### src/rtl/srg_pkg.sv
package srg_pkg;

    // sequencer phases
    typedef enum logic [1:0] {
        SEQ_HOLD  = 2'd0,
        SEQ_COUNT = 2'd1,
        SEQ_RUN   = 2'd2
    } seq_state_e;

    // every reason to hold reset, one bit each
    typedef struct packed {
        logic pwr;
        logic vsup;
        logic vaux;
        logic man;
        logic wdog;
    } cause_t;

    function automatic logic cause_any(input cause_t c);
        return |c;
    endfunction

    function automatic int unsigned ticks_needed(input int unsigned base,
                                                 input int unsigned mult);
        return base * mult;
    endfunction

endpackage

### src/rtl/srg_mr_filter.sv
module srg_mr_filter #(
    parameter int unsigned SYNC_STAGES  = 2,
    parameter int unsigned MR_MIN_TICKS = 8
) (
    input  logic clk,
    input  logic srst,
    input  logic line_n,
    output logic man_act
);
    localparam int unsigned LW = $clog2(MR_MIN_TICKS + 1);
    localparam logic [LW-1:0] LOW_LAST = LW'(MR_MIN_TICKS - 1);

    logic [SYNC_STAGES-1:0] sync_q;
    logic                   lvl;
    logic [LW-1:0]          low_cnt;

    // synchronizer chain, resets to the idle (high) level
    genvar g;
    generate
        for (g = 0; g < SYNC_STAGES; g++) begin : g_sync
            if (g == 0) begin : g_first
                always_ff @(posedge clk) begin
                    if (srst) sync_q[0] <= 1'b1;
                    else      sync_q[0] <= line_n;
                end
            end else begin : g_next
                always_ff @(posedge clk) begin
                    if (srst) sync_q[g] <= 1'b1;
                    else      sync_q[g] <= sync_q[g-1];
                end
            end
        end
    endgenerate

    assign lvl = sync_q[SYNC_STAGES-1];

    // run-length filter: MR_MIN_TICKS consecutive low samples needed
    always_ff @(posedge clk) begin
        if (srst) begin
            low_cnt <= '0;
            man_act <= 1'b0;
        end else if (lvl) begin
            low_cnt <= '0;
            man_act <= 1'b0;
        end else if (low_cnt == LOW_LAST) begin
            man_act <= 1'b1;
        end else begin
            low_cnt <= low_cnt + 1'b1;
        end
    end


    mr_short_ign_chk: assert property (@(posedge clk) disable iff (srst)
        $rose(man_act) |-> ($past(!lvl) && $past(low_cnt) == LOW_LAST));


    mr_drop_chk: assert property (@(posedge clk) disable iff (srst)
        lvl |=> !man_act);

endmodule

### src/rtl/srg_cause_merge.sv
module srg_cause_merge
    import srg_pkg::*;
(
    input  logic   clk,
    input  logic   pwr_up,
    input  logic   vsup_low,
    input  logic   vaux_low,
    input  logic   man_act,
    input  logic   wdog_trip,
    output cause_t causes,
    output logic   any_cause
);
    always_comb begin
        causes.pwr  = pwr_up;
        causes.vsup = vsup_low;
        causes.vaux = vaux_low;
        causes.man  = man_act;
        causes.wdog = wdog_trip;
    end

    assign any_cause = cause_any(causes);

    // a watchdog pulse must always reach the sequencer
    wdog_merge_chk: assert property (@(posedge clk) disable iff (pwr_up)
        wdog_trip |-> any_cause);

endmodule

### src/rtl/srg_release_seq.sv
module srg_release_seq
    import srg_pkg::*;
#(
    parameter int unsigned DELAY_TICKS = 40,
    parameter int unsigned EXT_MULT    = 4
) (
    input  logic clk,
    input  logic srst,
    input  logic any_cause,
    input  logic long_delay,
    output logic rst_q,
    output logic rst_qn
);
    localparam int unsigned MAX_TICKS = ticks_needed(DELAY_TICKS, EXT_MULT);
    localparam int unsigned CW        = $clog2(MAX_TICKS + 1);
    localparam logic [CW-1:0] LAST_SHORT = CW'(DELAY_TICKS - 1);
    localparam logic [CW-1:0] LAST_LONG  = CW'(MAX_TICKS - 1);

    seq_state_e    state;
    logic [CW-1:0] cnt;
    logic [CW-1:0] last;

    assign last = long_delay ? LAST_LONG : LAST_SHORT;

    always_ff @(posedge clk) begin
        if (srst || any_cause) begin
            state  <= SEQ_HOLD;
            cnt    <= '0;
            rst_q  <= 1'b1;
            rst_qn <= 1'b0;
        end else begin
            unique case (state)
                SEQ_HOLD, SEQ_COUNT: begin
                    if (cnt == last) begin
                        state  <= SEQ_RUN;
                        cnt    <= '0;
                        rst_q  <= 1'b0;
                        rst_qn <= 1'b1;
                    end else begin
                        state <= SEQ_COUNT;
                        cnt   <= cnt + 1'b1;
                    end
                end
                default: begin
                    state <= SEQ_RUN;
                    cnt   <= '0;
                end
            endcase
        end
    end


    cnt_bound_chk: assert property (@(posedge clk) disable iff (srst)
        cnt <= LAST_LONG);


    release_clean_chk: assert property (@(posedge clk) disable iff (srst)
        $fell(rst_q) |-> $past(!any_cause));


    cause_hold_chk: assert property (@(posedge clk) disable iff (srst)
        any_cause |=> rst_q);


    run_quiet_chk: assert property (@(posedge clk) disable iff (srst)
        (state == SEQ_RUN) |-> !rst_q);

endmodule

### src/rtl/srg_supervisor.sv
module srg_supervisor
    import srg_pkg::*;
#(
    parameter int unsigned DELAY_TICKS  = 40,
    parameter int unsigned EXT_MULT     = 4,
    parameter int unsigned MR_MIN_TICKS = 8,
    parameter int unsigned SYNC_STAGES  = 2
) (
    input  logic clk,
    input  logic pwr_up,
    input  logic vsup_low,
    input  logic vaux_low,
    input  logic man_rst_n,
    input  logic wdog_trip,
    input  logic long_delay,
    output logic rst_out,
    output logic rst_out_n
);
    cause_t causes;
    logic   man_act;
    logic   any_cause;

    srg_mr_filter #(
        .SYNC_STAGES (SYNC_STAGES),
        .MR_MIN_TICKS(MR_MIN_TICKS)
    ) u_mr (
        .clk    (clk),
        .srst   (pwr_up),
        .line_n (man_rst_n),
        .man_act(man_act)
    );

    srg_cause_merge u_merge (
        .clk      (clk),
        .pwr_up   (pwr_up),
        .vsup_low (vsup_low),
        .vaux_low (vaux_low),
        .man_act  (man_act),
        .wdog_trip(wdog_trip),
        .causes   (causes),
        .any_cause(any_cause)
    );

    srg_release_seq #(
        .DELAY_TICKS(DELAY_TICKS),
        .EXT_MULT   (EXT_MULT)
    ) u_seq (
        .clk       (clk),
        .srst      (pwr_up),
        .any_cause (any_cause),
        .long_delay(long_delay),
        .rst_q     (rst_out),
        .rst_qn    (rst_out_n)
    );


    out_compl_chk: assert property (@(posedge clk) disable iff (pwr_up)
        rst_out != rst_out_n);


    aux_flag_chk: assert property (@(posedge clk) disable iff (pwr_up)
        vaux_low |=> rst_out);


    wdog_trip_chk: assert property (@(posedge clk) disable iff (pwr_up)
        wdog_trip |=> (rst_out && !rst_out_n));


    man_path_chk: assert property (@(posedge clk) disable iff (pwr_up)
        causes.man |=> rst_out);

endmodule

### config.mk
export PLATFORM = sky130hd
export DESIGN_NAME = srg_supervisor
export DESIGN_NICKNAME = d
export VERILOG_FILES = /design/src/rtl/srg_pkg.sv /design/src/rtl/srg_mr_filter.sv /design/src/rtl/srg_cause_merge.sv /design/src/rtl/srg_release_seq.sv /design/src/rtl/srg_supervisor.sv
export SDC_FILE = /design/constraint.sdc
export NUM_CORES = 1
export LEC_CHECK = 0
export BUFFER_PORTS_ARGS = -buffer_cell sky130_fd_sc_hd__buf_4
export CORE_MARGIN = 1.5
export CORE_UTILIZATION = 51
export CTS_CLUSTER_DIAMETER = 60
export CTS_CLUSTER_SIZE = 25
export DETAILED_ROUTE_END_ITERATION = 8
export MAX_ROUTING_LAYER = met4
export PLACE_DENSITY = 0.74
export SLEW_MARGIN = 40
export SYNTH_ARGS = -nofsm -noshare
export SYNTH_HDL_FRONTEND = slang
export SYNTH_SLANG_ARGS = --single-unit
### constraint.sdc
create_clock -name clk -period 1.88 [get_ports clk]
set_clock_uncertainty 0.05 [all_clocks]
set_input_delay 0.188 -clock clk [delete_from_list [all_inputs] [get_ports clk]]
set_output_delay 0.188 -clock clk [all_outputs]
set_load 0.05 [all_outputs]
# Word level (Yosys, flattened, before mapping)

Index checks and enable logic that the tools add are counted.

Register bits: 19
Output and inout bits: 2
Input port bits: 7

Reduce and logical (&&, ||, !) cells: 8
Equality and inequality tests: 3
Bitwise operators: 1
Mux-type cells: 3
Add/sub/neg operators: 2

Operator list:

| cell                                           | number |
|---|---|
| adder 8 x 1 -> 8 bit (second input constant)   | 1 |
| == test 8 bit                                  | 1 |
| 2-to-1 mux 8 bit                               | 1 |
| OR reduction 2 bit                             | 3 |
| OR reduction 5 bit                             | 1 |
| adder 4 x 1 -> 4 bit (second input constant)   | 1 |
| == test 4 x 3 -> 1 bit (second input constant) | 1 |
| 2-to-1 mux 2 bit                               | 2 |
| OR reduction 3 bit                             | 1 |
| == test 2 x 1 -> 1 bit (second input constant) | 1 |
| zero test 2 bit                                | 1 |
| AND reduction 2 bit                            | 1 |
| logical OR 1 bit                               | 1 |
| NOT 1 bit                                      | 1 |

# Depth between registers and ports, before layout

Gate-level depths: netlist of run 1.

Word-level depth: 4
Depth in mapped cells: 5

# Cells and area by module

Synthesis of run 1 repeated with hierarchy kept, for this count alone.

Cell total of the unflattened synthesis: 82
Area, all modules: 817.0 µm²

Modules (own cells, without submodules):

| module          | seq. area each (µm²) | times used | area an instance (µm²) | cells an instance |
|---|---|---|---|---|
| srg_release_seq | 220.2                | 1          | 473.0                  | 48 |
| srg_mr_filter   | 140.1                | 1          | 294.0                  | 26 |
| srg_cause_merge | 0.0                  | 1          | 50.0                   | 8 |

# Worst setup path after synthesis of run 1

Ideal clock, no wire load.

Path kind: flip-flop to flip-flop
Start point: reg u_seq.cnt[3]
End point: reg u_seq.cnt[3]
Path buffers: 0
Data arrival time: 1.393 ns
Setup slack: 0.313 ns
Stages on the path, launching flop included: 5
Cells stage by stage: dfxtp_1 or4b_1 o22a_2 o31ai_4 nor2_1

Longest elaborated chain between the ends: 2

RTL lines:

| what                                                         | line                  | text |
|---|---|---|
| from (decl)                                                  | srg_release_seq.sv:20 | `logic [CW-1:0] cnt;` |
| from (signal assigned)                                       | srg_release_seq.sv:41 | `cnt <= cnt + 1'b1;` |
| branches (longest 2 deep; another with adder 8 x 1 -> 8 bit) | --                    |  |

Several ways; the timed one is not identified.
A chain may end at the register's enable or synchronous reset.

# Final worst setup path of run 1

Start point: reg u_seq.cnt[3]
End point: reg u_seq.cnt[5]

Same word-level chain as after synthesis.

==> PnR_summary.wiki, run 1 <==
{| class="wikitable"
! Metric !! Value
|-
| Result of the run || finished clean
|-
| CTS tree || built
|-
| Transition at the pin with the smallest max-transition slack || around 0.34 ns
|-
| Reported max-cap violation count || 0
|-
| Number of buffers added to fix hold violations after cts || 0
|-
| Post-route core utilization || between 60% and 70%
|-
| Clock tree root buffer cell || clkbuf_4
|-
| Areal power density over the cells || between 700 and 800 nW/µm²
|-
| Critical path's largest stage delay || 0.51 ns
|-
| Element type at the critical path start || flip-flop
|-
| Hold Crit Endpoint || u_mr.sync_q[0]$_SDFF_PP1_
|-
| Largest fanout on the critical path || 5
|-
| Maximum vdd ir drop || 0.000478 V
|-
| H-tree levels || 1
|-
| Setup repair after global routing missed its margin || no
|-
| Buffers plus inverters on the worst setup path || 0
|-
| Post-synthesis cell count || 73
|-
| DRC errors left || 0
|-
| Tot GR Track Use || 17.8%
|-
| Count of cells resized by post-cts repair || 0
|-
| Tcrit/Tclk final || about nine tenths
|-
| Setup slack of the most critical reg-to-reg path || 0.19 ns
|-
| Clock sink count || 18
|-
| Synthesized netlist net count || a little over 80
|-
| Clock insertion delay at the later pin of the skew report || just under 0.3 ns
|-
| Post-synth design cell area || 718 µm²
|-
| Final wirelength || 1.12 mm
|-
| Area of the die || ~1600 µm²
|-
| Ratio of cells with drive above 1 in the final layout || approximately 22%
|-
| Violation count after the first detailed-route iteration || 8
|-
| Max-Slew Margin vs Limit || 77.5%
|-
| Cell family with the largest share of critical-path delay || simple AND/OR/NAND/NOR gates
|-
| Fill cell instance count of the final layout || 103
|-
| Crit path max-delay cell type || or4b_1
|-
| Worst hold path stage count || 2
|-
| Initial antenna violation count || 0
|-
| Number of nets with antenna violations after routing || 0
|-
| Clock Tree Buf Depth || 2
|-
| Number of vias per cell || 5.23
|-
| Footprint of the flip-flops and latches || 360 µm²
|-
| Minimum period implied by the final worst setup slack || 1.69 ns
|-
| Overflow left after global routing || 0
|-
| Ports || 9
|-
| Worst reg2reg path endpoint || u_seq.cnt[5]$_SDFF_PP0_
|-
| Wire length of the first global-routing pass || 1.78 mm
|-
| Number of antenna cells inserted || 0
|-
| Synthesized area divided by synthesized cell count || around 9.8 µm²
|-
| Count of TritonRoute iterations in the first routing pass || 4
|-
| Hold Path Origin || man_rst_n
|-
| List of cells traversed by the critical path || or4b_1, o22a_2, o31ai_4, nor2_1
|-
| Final Hold Violating Endpoints || 0
|-
| Final Worst Setup Slack || 0.185 ns
|-
| Global placer's final weighted congestion || 0.713
|-
| Initial cell density of the core || between 50% and 60%
|-
| Class of the tightest hold or removal check || input port to flip-flop
|-
| Kind of capture point of the worst setup path || flip-flop
|-
| Depth of the worst register-to-register path || 4
|-
| Aggregate negative setup slack || 0 ns
|-
| Die Span Y || between 40 and 50 µm
|-
| Proportion of synthesized chip area in sequential cells || 50.2%
|-
| Worst Path Required || 2.01 ns
|-
| Fmax achieved || 590 MHz
|-
| Count of unique library cells instantiated by Yosys || 23
|-
| Number of buffers created by CTS || 3
|-
| Number of nets in the final layout || 95
|-
| Multi-input combinational cell area || 350 µm²
|-
| Area growth syn-to-layout || 16.0%
|-
| Setup violation total in the final timing report || 0
|-
| Cell leakage power || 0.000296 µW
|-
| Data arrival at the endpoint of the critical path || 1.82 ns
|-
| Number of warning messages in the yosys log || 0
|-
| Rows || 13
|-
| Average routed wire per standard cell || 11.2 µm
|-
| Number of synthesized register bits || 18
|-
| Clock slew at the register clock pins of the worst setup and hold paths || 0.10 ns
|-
| Worst slack, placed || about 0.19 ns
|-
| Number of pins with negative max-slew slack in the final report || 0
|-
| Count of input and output buffers || 8
|-
| Area inside the core boundary || 1300 µm²
|-
| Reg2reg start || u_seq.cnt[3]$_SDFF_PP0_
|-
| DIE WIDTH || 40.5 µm
|-
| Critical Path Start || u_seq.cnt[3]$_SDFF_PP0_
|-
| Count of vias placed by the detailed router || 523
|-
| Post-CTS Setup Bufs || 0
|-
| Number of global-route vias before repair || between 400 and 500
|-
| Total half-perimeter wirelength after legalization and detailed placement || just under 900 µm
|-
| Critical path start-end classification || flip-flop to flip-flop
|-
| Largest net degree at the start of global routing || 11
|}
[report_power, final]
part           switching [µW]  internal, µW  total [µW]
logic                    9.16          13.0        22.1
registers                2.18           384         387
clock network             117           118         235
[cell families after synthesis]
logic type / Yosys count / synth area share, %
simple gates: 33 / 24.6
xor+xnor: 6 / 7.32
fa+ha+maj: 2 / 3.48
buf+inv: 2 / 1.05
compound gates: 11 / 12.0
flops: 18 / 50.2
mux: 1 / 1.39
[cells in the final DEF, fill, tap and decap left out]
master / n
inv_1: 2
o31ai_4: 1
or2_2: 2
dfxtp_1: 18
nand2_1: 3
o21a_1: 2
nor3_1: 6
clkbuf_8: 1
clkbuf_4: 3
or4_4: 1
xor2_1: 3
xnor2_1: 3
or4b_1: 1
o21ai_0: 2
nor3_2: 2
ha_1: 2
mux2i_1: 1
o22a_2: 1
a22o_1: 1
nand3b_1: 1
buf_4: 8
nand3_1: 4
or3_1: 2
a21oi_1: 3
a31oi_1: 1
nor2_1: 11
[per-layer routing]
metal	share of wire, %	GRT usage, %	routed length (µm)
met3	3.1	5.00	35
met2	51	29.0	567
met4	0.54	10.0	6
met5	0	-	0
met1	46	19.2	511
[through the flow]
stage               hold slack, ns  total power (µW)  std cells  cell area (µm²)
global route                0.0268               669        100              833
global placement             0.335               417         96              797
finish                      0.0301               644        100              833
floorplan                    0.215               404         73              718
detailed placement           0.335               418         96              797
CTS                         0.0231               652        100              833
[worst max path at each step]
stage	to	slack, ns	cells past startpoint
2_1_floorplan	u_seq.cnt[3]$_SDFF_PP0_	0.31	4
3_3_place_gp	u_seq.cnt[3]$_SDFF_PP0_	0.26	4
3_5_place_dp	u_seq.cnt[5]$_SDFF_PP0_	0.19	4
4_1_cts	u_seq.cnt[5]$_SDFF_PP0_	0.18	4
5_1_grt	u_seq.cnt[5]$_SDFF_PP0_	0.14	4
6_report	u_seq.cnt[5]$_SDFF_PP0_	0.19	4
[registers in the layout (all words and copies together), names as in the netlist]
register      flops
u_mr.low_cnt      4
u_mr.lvl          1
u_mr.man_act      1
u_mr.sync_q       1
u_seq.cnt         8
u_seq.rst_q       1
u_seq.rst_qn      1
u_seq.state       1
[area by class of cell]
type / instances / share of cell area, %
tap: 15 / 2.25
sequential: 18 / 43.2
inverter: 2 / 0.901
clock buffer: 4 / 4.35
multi-input combinational: 53 / 42.0
timing repair buffer: 8 / 7.21
[cell usage after synthesis]
library cell | instances | share of area [%]
inv_1 | 2 | 1.0
or2_2 | 2 | 1.7
o21a_1 | 2 | 2.1
o22a_2 | 1 | 1.4
a21oi_1 | 3 | 2.1
mux2i_1 | 1 | 1.4
a31oi_1 | 1 | 0.87
or4b_1 | 1 | 1.4
nand2_1 | 3 | 1.6
or3_1 | 2 | 1.7
dfxtp_1 | 18 | 50
a22o_1 | 1 | 1.2
xnor2_1 | 3 | 3.7
o21ai_0 | 2 | 1.4
nor2_1 | 11 | 5.7
o31ai_4 | 1 | 3.0
nor3_1 | 6 | 4.2
nand3b_1 | 1 | 1.0
nor3_2 | 2 | 2.8
xor2_1 | 3 | 3.7
nand3_1 | 4 | 2.8
or4_4 | 1 | 1.6
ha_1 | 2 | 3.5
Power figures use the tool's default switching activity.
==> run 2: changes to the inputs <==
Settings changed: CORE_MARGIN 1.5 to 5.
==> PnR_summary.wiki, run 2 (synthesized netlist as in run 1, its figures left out) <==
{| class="wikitable"
! Metric !! Value
|-
| Aggregate negative setup slack || 0 ns (unchanged)
|-
| Clock sink count || 18 (unchanged)
|-
| Area of the die || 2260 µm² (+38%)
|-
| Die Span Y || 47.5 µm (+17%)
|-
| Violation count after the first detailed-route iteration || 7 (-1)
|-
| Worst hold path stage count || 2 (unchanged)
|-
| Number of vias per cell || 5.47 (+4.6%)
|-
| Worst Hold Margin || 0.0136 ns (-0.0165 ns)
|-
| Overflow left after global routing || 0 (unchanged)
|-
| Hold Path Origin || man_rst_n
|-
| Transition at the pin with the smallest max-transition slack || 0.304 ns (-0.0318 ns)
|-
| Maximum vdd ir drop || 0.000427 V (-11%)
|-
| Average routed wire per standard cell || 11.2 µm (-0.36%)
|-
| Areal power density over the cells || 778 nW/µm² (+0.71%)
|-
| Area growth syn-to-layout || 16.0% (unchanged)
|-
| Initial cell density of the core || 54.5% (-0.68 points)
|-
| Largest regs || u_seq.cnt: 8 flops, u_mr.low_cnt: 4 flops
|-
| Switching pwr || 133 µW (+3.3%)
|-
| Data arrival at the endpoint of the critical path || 1.81 ns (about the same)
|-
| Most common cell after layout, fill and taps aside || dfxtp_1
|-
| Post-route core utilization || 63.2% (-0.79 points)
|-
| Critical path start-end classification || flip-flop to flip-flop
|-
| DRC errors left || 0 (unchanged)
|-
| Count of cells resized by post-cts repair || 0 (unchanged)
|-
| Hold Crit Endpoint || u_mr.sync_q[0]$_SDFF_PP1_
|-
| Seq pwr share || 59.6% (-0.5 points)
|-
| Tot GR Track Use || 14.0% (-3.8 points)
|-
| Clock insertion delay at the later pin of the skew report || 0.30 ns (about the same)
|-
| Setup repair after global routing missed its margin || no
|-
| Ports || 9 (unchanged)
|-
| Number of antenna cells inserted || 0 (unchanged)
|-
| Portion of total power attributed to combinational logic || 3.4% (about the same)
|-
| Clock tree root buffer cell || clkbuf_4
|-
| Initial antenna violation count || 0 (unchanged)
|-
| Minimum period implied by the final worst setup slack || 1.67 ns (-0.0248 ns)
|-
| Count of vias placed by the detailed router || 547 (+4.6%)
|-
| Cell leakage power || 0.000296 µW (unchanged)
|-
| Final standard cell area without fillers || 833 µm² (unchanged)
|-
| Max-Slew Margin vs Limit || 79.6% (+2.1 points)
|-
| Switching part of the total || 20.5% (+0.52 points)
|-
| Footprint of the flip-flops and latches || 360 µm² (unchanged)
|-
| Final wirelength || 1.12 mm (-0.36%)
|-
| Internal || 516 µW (about the same)
|-
| Largest register by flop count || u_seq.cnt
|-
| Wire length of the first global-routing pass || 2.07 mm (+16%)
|-
| H-tree levels || 1 (unchanged)
|-
| Number of buffers created by CTS || 3 (unchanged)
|-
| Setup violation total in the final timing report || 0 (unchanged)
|-
| Largest fanout on the critical path || 5 (unchanged)
|-
| Global placer's final weighted congestion || 0.774 (+8.5%)
|-
| Multi-input combinational cell area || 350 µm² (unchanged)
|-
| Clock slew at the register clock pins of the worst setup and hold paths || 0.10 ns (about the same)
|-
| Total cell area at the placement stage || 797 µm² (unchanged)
|-
| Depth of the worst register-to-register path || 4 (unchanged)
|-
| DIE WIDTH || 47.5 µm (+17%)
|-
| Ratio of cells with drive above 1 in the final layout || 22.4% (unchanged)
|-
| Element type at the critical path start || flip-flop
|-
| Number of global-route vias before repair || 495 (+9.3%)
|-
| Worst Path Required || 2.02 ns (about the same)
|-
| Largest net degree at the start of global routing || 11 (unchanged)
|-
| Number of flip-flops under the largest register name || 8 (unchanged)
|-
| Reg2reg start || u_seq.cnt[3]$_SDFF_PP0_
|-
| Class of the tightest hold or removal check || input port to flip-flop
|-
| Kind of capture point of the worst setup path || flip-flop
|-
| Share of total power in the clock network || 37.0% (+0.5 points)
|-
| Cell total after placement || 96 (unchanged)
|-
| Number of nets in the final layout || 95 (unchanged)
|-
| Reported max-cap violation count || 0 (unchanged)
|-
| Result of the run || finished clean
|-
| Non-filler instance count after layout || 100 (unchanged)
|-
| Post-CTS Setup Bufs || 0 (unchanged)
|-
| Count of TritonRoute iterations in the first routing pass || 2 (-2)
|-
| Fmax achieved || 599 MHz (+1.5%)
|-
| Area inside the core boundary || 1320 µm² (+1.2%)
|-
| CTS tree || built
|-
| Worst reg2reg path endpoint || u_seq.cnt[3]$_SDFF_PP0_
|-
| Tcrit/Tclk final || 88.8% (-1.3 points)
|-
| Setup slack of the most critical reg-to-reg path || 0.21 ns (+0.02 ns)
|-
| Rows || 13 (unchanged)
|-
| Number of buffers added to fix hold violations after cts || 0 (unchanged)
|-
| Total half-perimeter wirelength after legalization and detailed placement || 846 µm (-4.3%)
|-
| Count of input and output buffers || 8 (unchanged)
|-
| Fill cell instance count of the final layout || 118 (+15%)
|-
| Number of pins with negative max-slew slack in the final report || 0 (unchanged)
|-
| Clock Tree Buf Depth || 2 (unchanged)
|-
| Final Hold Violating Endpoints || 0 (unchanged)
|-
| Top library cells by usage in the layout, fill and taps aside || 18 x dfxtp_1, 11 x nor2_1, 8 x buf_4
|-
| Number of nets with antenna violations after routing || 0 (unchanged)
|}
[run 2: cell counts in the layout (fill, tap and decap cells not counted)]
No cell type changed its count.
[run 2: worst max-delay path by stage]
stage                            start                 endpoint
2_1_floorplan  u_seq.cnt[3]$_SDFF_PP0_  u_seq.cnt[3]$_SDFF_PP0_
3_3_place_gp   u_seq.cnt[3]$_SDFF_PP0_  u_seq.cnt[7]$_SDFF_PP0_
3_5_place_dp   u_seq.cnt[3]$_SDFF_PP0_  u_seq.cnt[3]$_SDFF_PP0_
4_1_cts        u_seq.cnt[3]$_SDFF_PP0_  u_seq.cnt[3]$_SDFF_PP0_
5_1_grt        u_seq.cnt[3]$_SDFF_PP0_  u_seq.cnt[3]$_SDFF_PP0_
6_report       u_seq.cnt[3]$_SDFF_PP0_  u_seq.cnt[3]$_SDFF_PP0_
[run 2: power groups by stage]
stage	clock network, µW	logic [µW]	registers, µW
finish	240	22.1	386
global route	270	25.1	387
CTS	250	22.5	387
detailed placement	0	22.5	395
global placement	0	22.1	395
floorplan	0	8.71	395
[run 2: routing by layer]
metal	track usage (%)	vias up	part of all wire, %
met5	-	-	0
met3	3.38	5	4.9
met1	18.5	248	50
met2	18.2	8	41
met4	9.94	0	3.6
li1	-	286	-
[run 2: stage by stage]
stage                     setup slack (ns)  total power (µW)
after floorplan                      0.313               404
after global placement               0.250               417
after detailed placement             0.217               418
after CTS                            0.191               659
after global routing                 0.120               682
final                                0.210               648
[run 2: cell type report]
class	instances	area share, %
multi-input combinational	53	42.0
tap	15	2.25
sequential	18	43.2
timing repair buffer	8	7.21
clock buffer	4	4.35
inverter	2	0.901
[run 2: critical path, cell delays in order, from the launching register on]
cell	delay, ns
dfxtp_1	0.36
or4b_1	0.50
o22a_2	0.25
o31ai_4	0.32
nor2_1	0.08
==> run 3: changes to the inputs <==
Settings changed: PLACE_DENSITY 0.74 to default, PLACE_DENSITY_LB_ADDON from default to 0.15, RECOVER_POWER from default to 50.
==> PnR_summary.wiki, run 3 (synthesized netlist as in run 1, its figures left out) <==
{| class="wikitable"
! Metric !! Value
|-
| Rows || 13 (unchanged)
|-
| Final Worst Setup Slack || 0.211 ns (+0.000915 ns)
|-
| Ports || 9 (unchanged)
|-
| Cell leakage power || 0.000277 µW (-6.6%)
|-
| Die Span Y || 47.5 µm (unchanged)
|-
| Footprint of the flip-flops and latches || 360 µm² (unchanged)
|-
| DRC errors left || 0 (unchanged)
|-
| Post-route total power || 587 µW (-9.4%)
|-
| CTS tree || built
|-
| H-tree levels || 1 (unchanged)
|-
| Count of TritonRoute iterations in the first routing pass || 4 (+2)
|-
| Count of input and output buffers || 8 (unchanged)
|-
| Share of total power in the clock network || 30.7% (-6.3 points)
|-
| Number of nets in the final layout || 95 (unchanged)
|-
| Reg2reg start || u_seq.cnt[3]$_SDFF_PP0_
|-
| Portion of total power attributed to combinational logic || 3.5% (about the same)
|-
| Count of vias placed by the detailed router || 524 (-4.2%)
|-
| Count of cells resized by post-cts repair || 0 (unchanged)
|-
| Fill cell instance count of the final layout || 125 (+5.9%)
|-
| Multi-input combinational cell area || 347 µm² (-1.1%)
|-
| Met3 wire len || 43 µm (-22%)
|-
| Largest register by flop count || u_seq.cnt
|-
| Area of the die || 2260 µm² (unchanged)
|-
| Minimum period implied by the final worst setup slack || 1.67 ns (-0.000915 ns)
|-
| Final wirelength || 1.22 mm (+9.4%)
|-
| Number of buffers added to fix hold violations after cts || 0 (unchanged)
|-
| Number of vias per cell || 5.29 (-3.2%)
|-
| Number of pins with negative max-slew slack in the final report || 0 (unchanged)
|-
| Post-CTS Setup Bufs || 0 (unchanged)
|-
| Total half-perimeter wirelength after legalization and detailed placement || 975 µm (+15%)
|-
| Setup repair after global routing missed its margin || no
|-
| Largest fanout on the critical path || 5 (unchanged)
|-
| Final Hold Violating Endpoints || 0 (unchanged)
|-
| Switching part of the total || 19.9% (-0.52 points)
|-
| Number of global-route vias before repair || 522 (+5.5%)
|-
| Largest net degree at the start of global routing || 10 (-1)
|-
| Ratio of cells with drive above 1 in the final layout || 16.7% (-5.7 points)
|-
| Global placer's final weighted congestion || 0.767 (-0.85%)
|-
| Class of the tightest hold or removal check || input port to flip-flop
|-
| Number of flip-flops under the largest register name || 8 (unchanged)
|-
| Areal power density over the cells || 730 nW/µm² (-6.2%)
|-
| Clock sink count || 18 (unchanged)
|-
| Max-Slew Margin vs Limit || 59.9% (-20 points)
|-
| Data arrival at the endpoint of the critical path || 1.79 ns (-0.02 ns)
|-
| Clock tree root buffer cell || clkbuf_4
|-
| Violation count after the first detailed-route iteration || 4 (-3)
|-
| Highest routed metal layer || met4
|-
| Tcrit/Tclk final || 88.8% (about the same)
|-
| Switching pwr || 117 µW (-12%)
|-
| Hold Path Origin || man_rst_n
|-
| Element type at the critical path start || flip-flop
|-
| WL met1 || 585 µm (+4.7%)
|-
| Worst Path Required || 2.00 ns (-0.02 ns)
|-
| Tot GR Track Use || 14.3% (+0.35 points)
|-
| Worst slack, placed || 0.203 ns (-0.0140 ns)
|-
| Overflow left after global routing || 0 (unchanged)
|-
| Clock slew at the register clock pins of the worst setup and hold paths || 0.09 ns (about the same)
|-
| Number of antenna cells inserted || 0 (unchanged)
|-
| Fmax achieved || 599 MHz (about the same)
|-
| Seq pwr share || 65.9% (+6.3 points)
|-
| Initial antenna violation count || 0 (unchanged)
|-
| DIE WIDTH || 47.5 µm (unchanged)
|-
| Number of nets with antenna violations after routing || 0 (unchanged)
|-
| Largest regs || u_seq.cnt: 8 flops, u_mr.low_cnt: 4 flops
|-
| Clock Tree Buf Depth || 2 (unchanged)
|-
| Area inside the core boundary || 1320 µm² (unchanged)
|-
| Result of the run || finished clean
|-
| Initial cell density of the core || 54.5% (unchanged)
|-
| Top library cells by usage in the layout, fill and taps aside || 18 x dfxtp_1, 11 x nor2_1, 6 x nor3_1
|-
| Transition at the pin with the smallest max-transition slack || 0.603 ns (+0.299 ns)
|-
| Number of buffers created by CTS || 3 (unchanged)
|-
| Area growth syn-to-layout || 12.0%
|-
| Setup violation total in the final timing report || 0 (unchanged)
|-
| Aggregate negative setup slack || 0 ns (unchanged)
|-
| Kind of capture point of the worst setup path || flip-flop
|-
| Critical Path Start || u_seq.cnt[3]$_SDFF_PP0_
|-
| Met2 Routed Length || 579 µm (+26%)
|-
| Average routed wire per standard cell || 12.3 µm (+11%)
|-
| Most common cell after layout, fill and taps aside || dfxtp_1
|-
| Clock insertion delay at the later pin of the skew report || 0.28 ns (-0.02 ns)
|-
| Wire length of the first global-routing pass || 2.13 mm (+2.7%)
|-
| Reported max-cap violation count || 0 (unchanged)
|-
| Internal || 470 µW (-8.9%)
|-
| Maximum vdd ir drop || 0.000440 V (+3.1%)
|-
| Critical path start-end classification || flip-flop to flip-flop
|}
-- run 3: cell count changes in the layout (fill, tap and decap cells not counted), sizes merged --
| cell | previous run | this run |
|---|---|---|
| buf | 8 | 5 |
| clkbuf | 4 | 6 |
-- run 3: routing by layer --
| metal | vias up | GRT usage, % |
|---|---|---|
| met5 | - | - |
| li1 | 281 | - |
| met1 | 231 | 16.5 |
| met3 | 2 | 2.26 |
| met4 | 0 | 9.94 |
| met2 | 10 | 22.5 |
-- run 3: area by class of cell --
| class | instances | area share, % |
|---|---|---|
| Tap cell | 15 | 2.33 |
| Timing Repair Buffer | 8 | 6.07 |
| Multi-Input combinational cell | 53 | 43.1 |
| Sequential cell | 18 | 44.8 |
| Inverter | 2 | 0.933 |
| Clock buffer | 3 | 2.80 |
-- run 3: path summary, 6_finish.rpt --
path / endpoint / slack [ns] / depth (start not counted)
setup / recovery: u_seq.cnt[5]$_SDFF_PP0_ / 0.21 / 4
hold / removal: u_mr.sync_q[0]$_SDFF_PP1_ / 0.03 / 2
setup reg to reg: u_seq.cnt[5]$_SDFF_PP0_ / 0.21 / 4
hold reg to reg: u_mr.lvl$_SDFF_PP1_ / 0.37 / 1
-- run 3: stage by stage --
step | utilization (%) | instances | hold WS [ns] | area [µm²]
2_1_floorplan | - | 73 | 0.215 | 718
3_3_place_gp | 60.5 | 96 | 0.326 | 797
3_5_place_dp | 60.5 | 96 | 0.325 | 797
4_1_cts | 62.2 | 99 | 0.0220 | 820
5_1_grt | 61.1 | 99 | 0.0177 | 805
6_report | 61.1 | 99 | 0.0324 | 805
-- run 3: worst max-delay path: stages (launching register included) --
cell	delay, ns
dfxtp_1	0.36
or4b_1	0.52
o22a_2	0.26
o31ai_4	0.29
nor2_1	0.08
-- run 3: power groups by stage --
stage	sequential, µW	clock, µW	combinational [µW]
4_1_cts	387	189	22.4
3_5_place_dp	395	0	22.4
6_report	387	180	20.3
2_1_floorplan	395	0	8.71
3_3_place_gp	395	0	21.9
5_1_grt	387	206	22.3
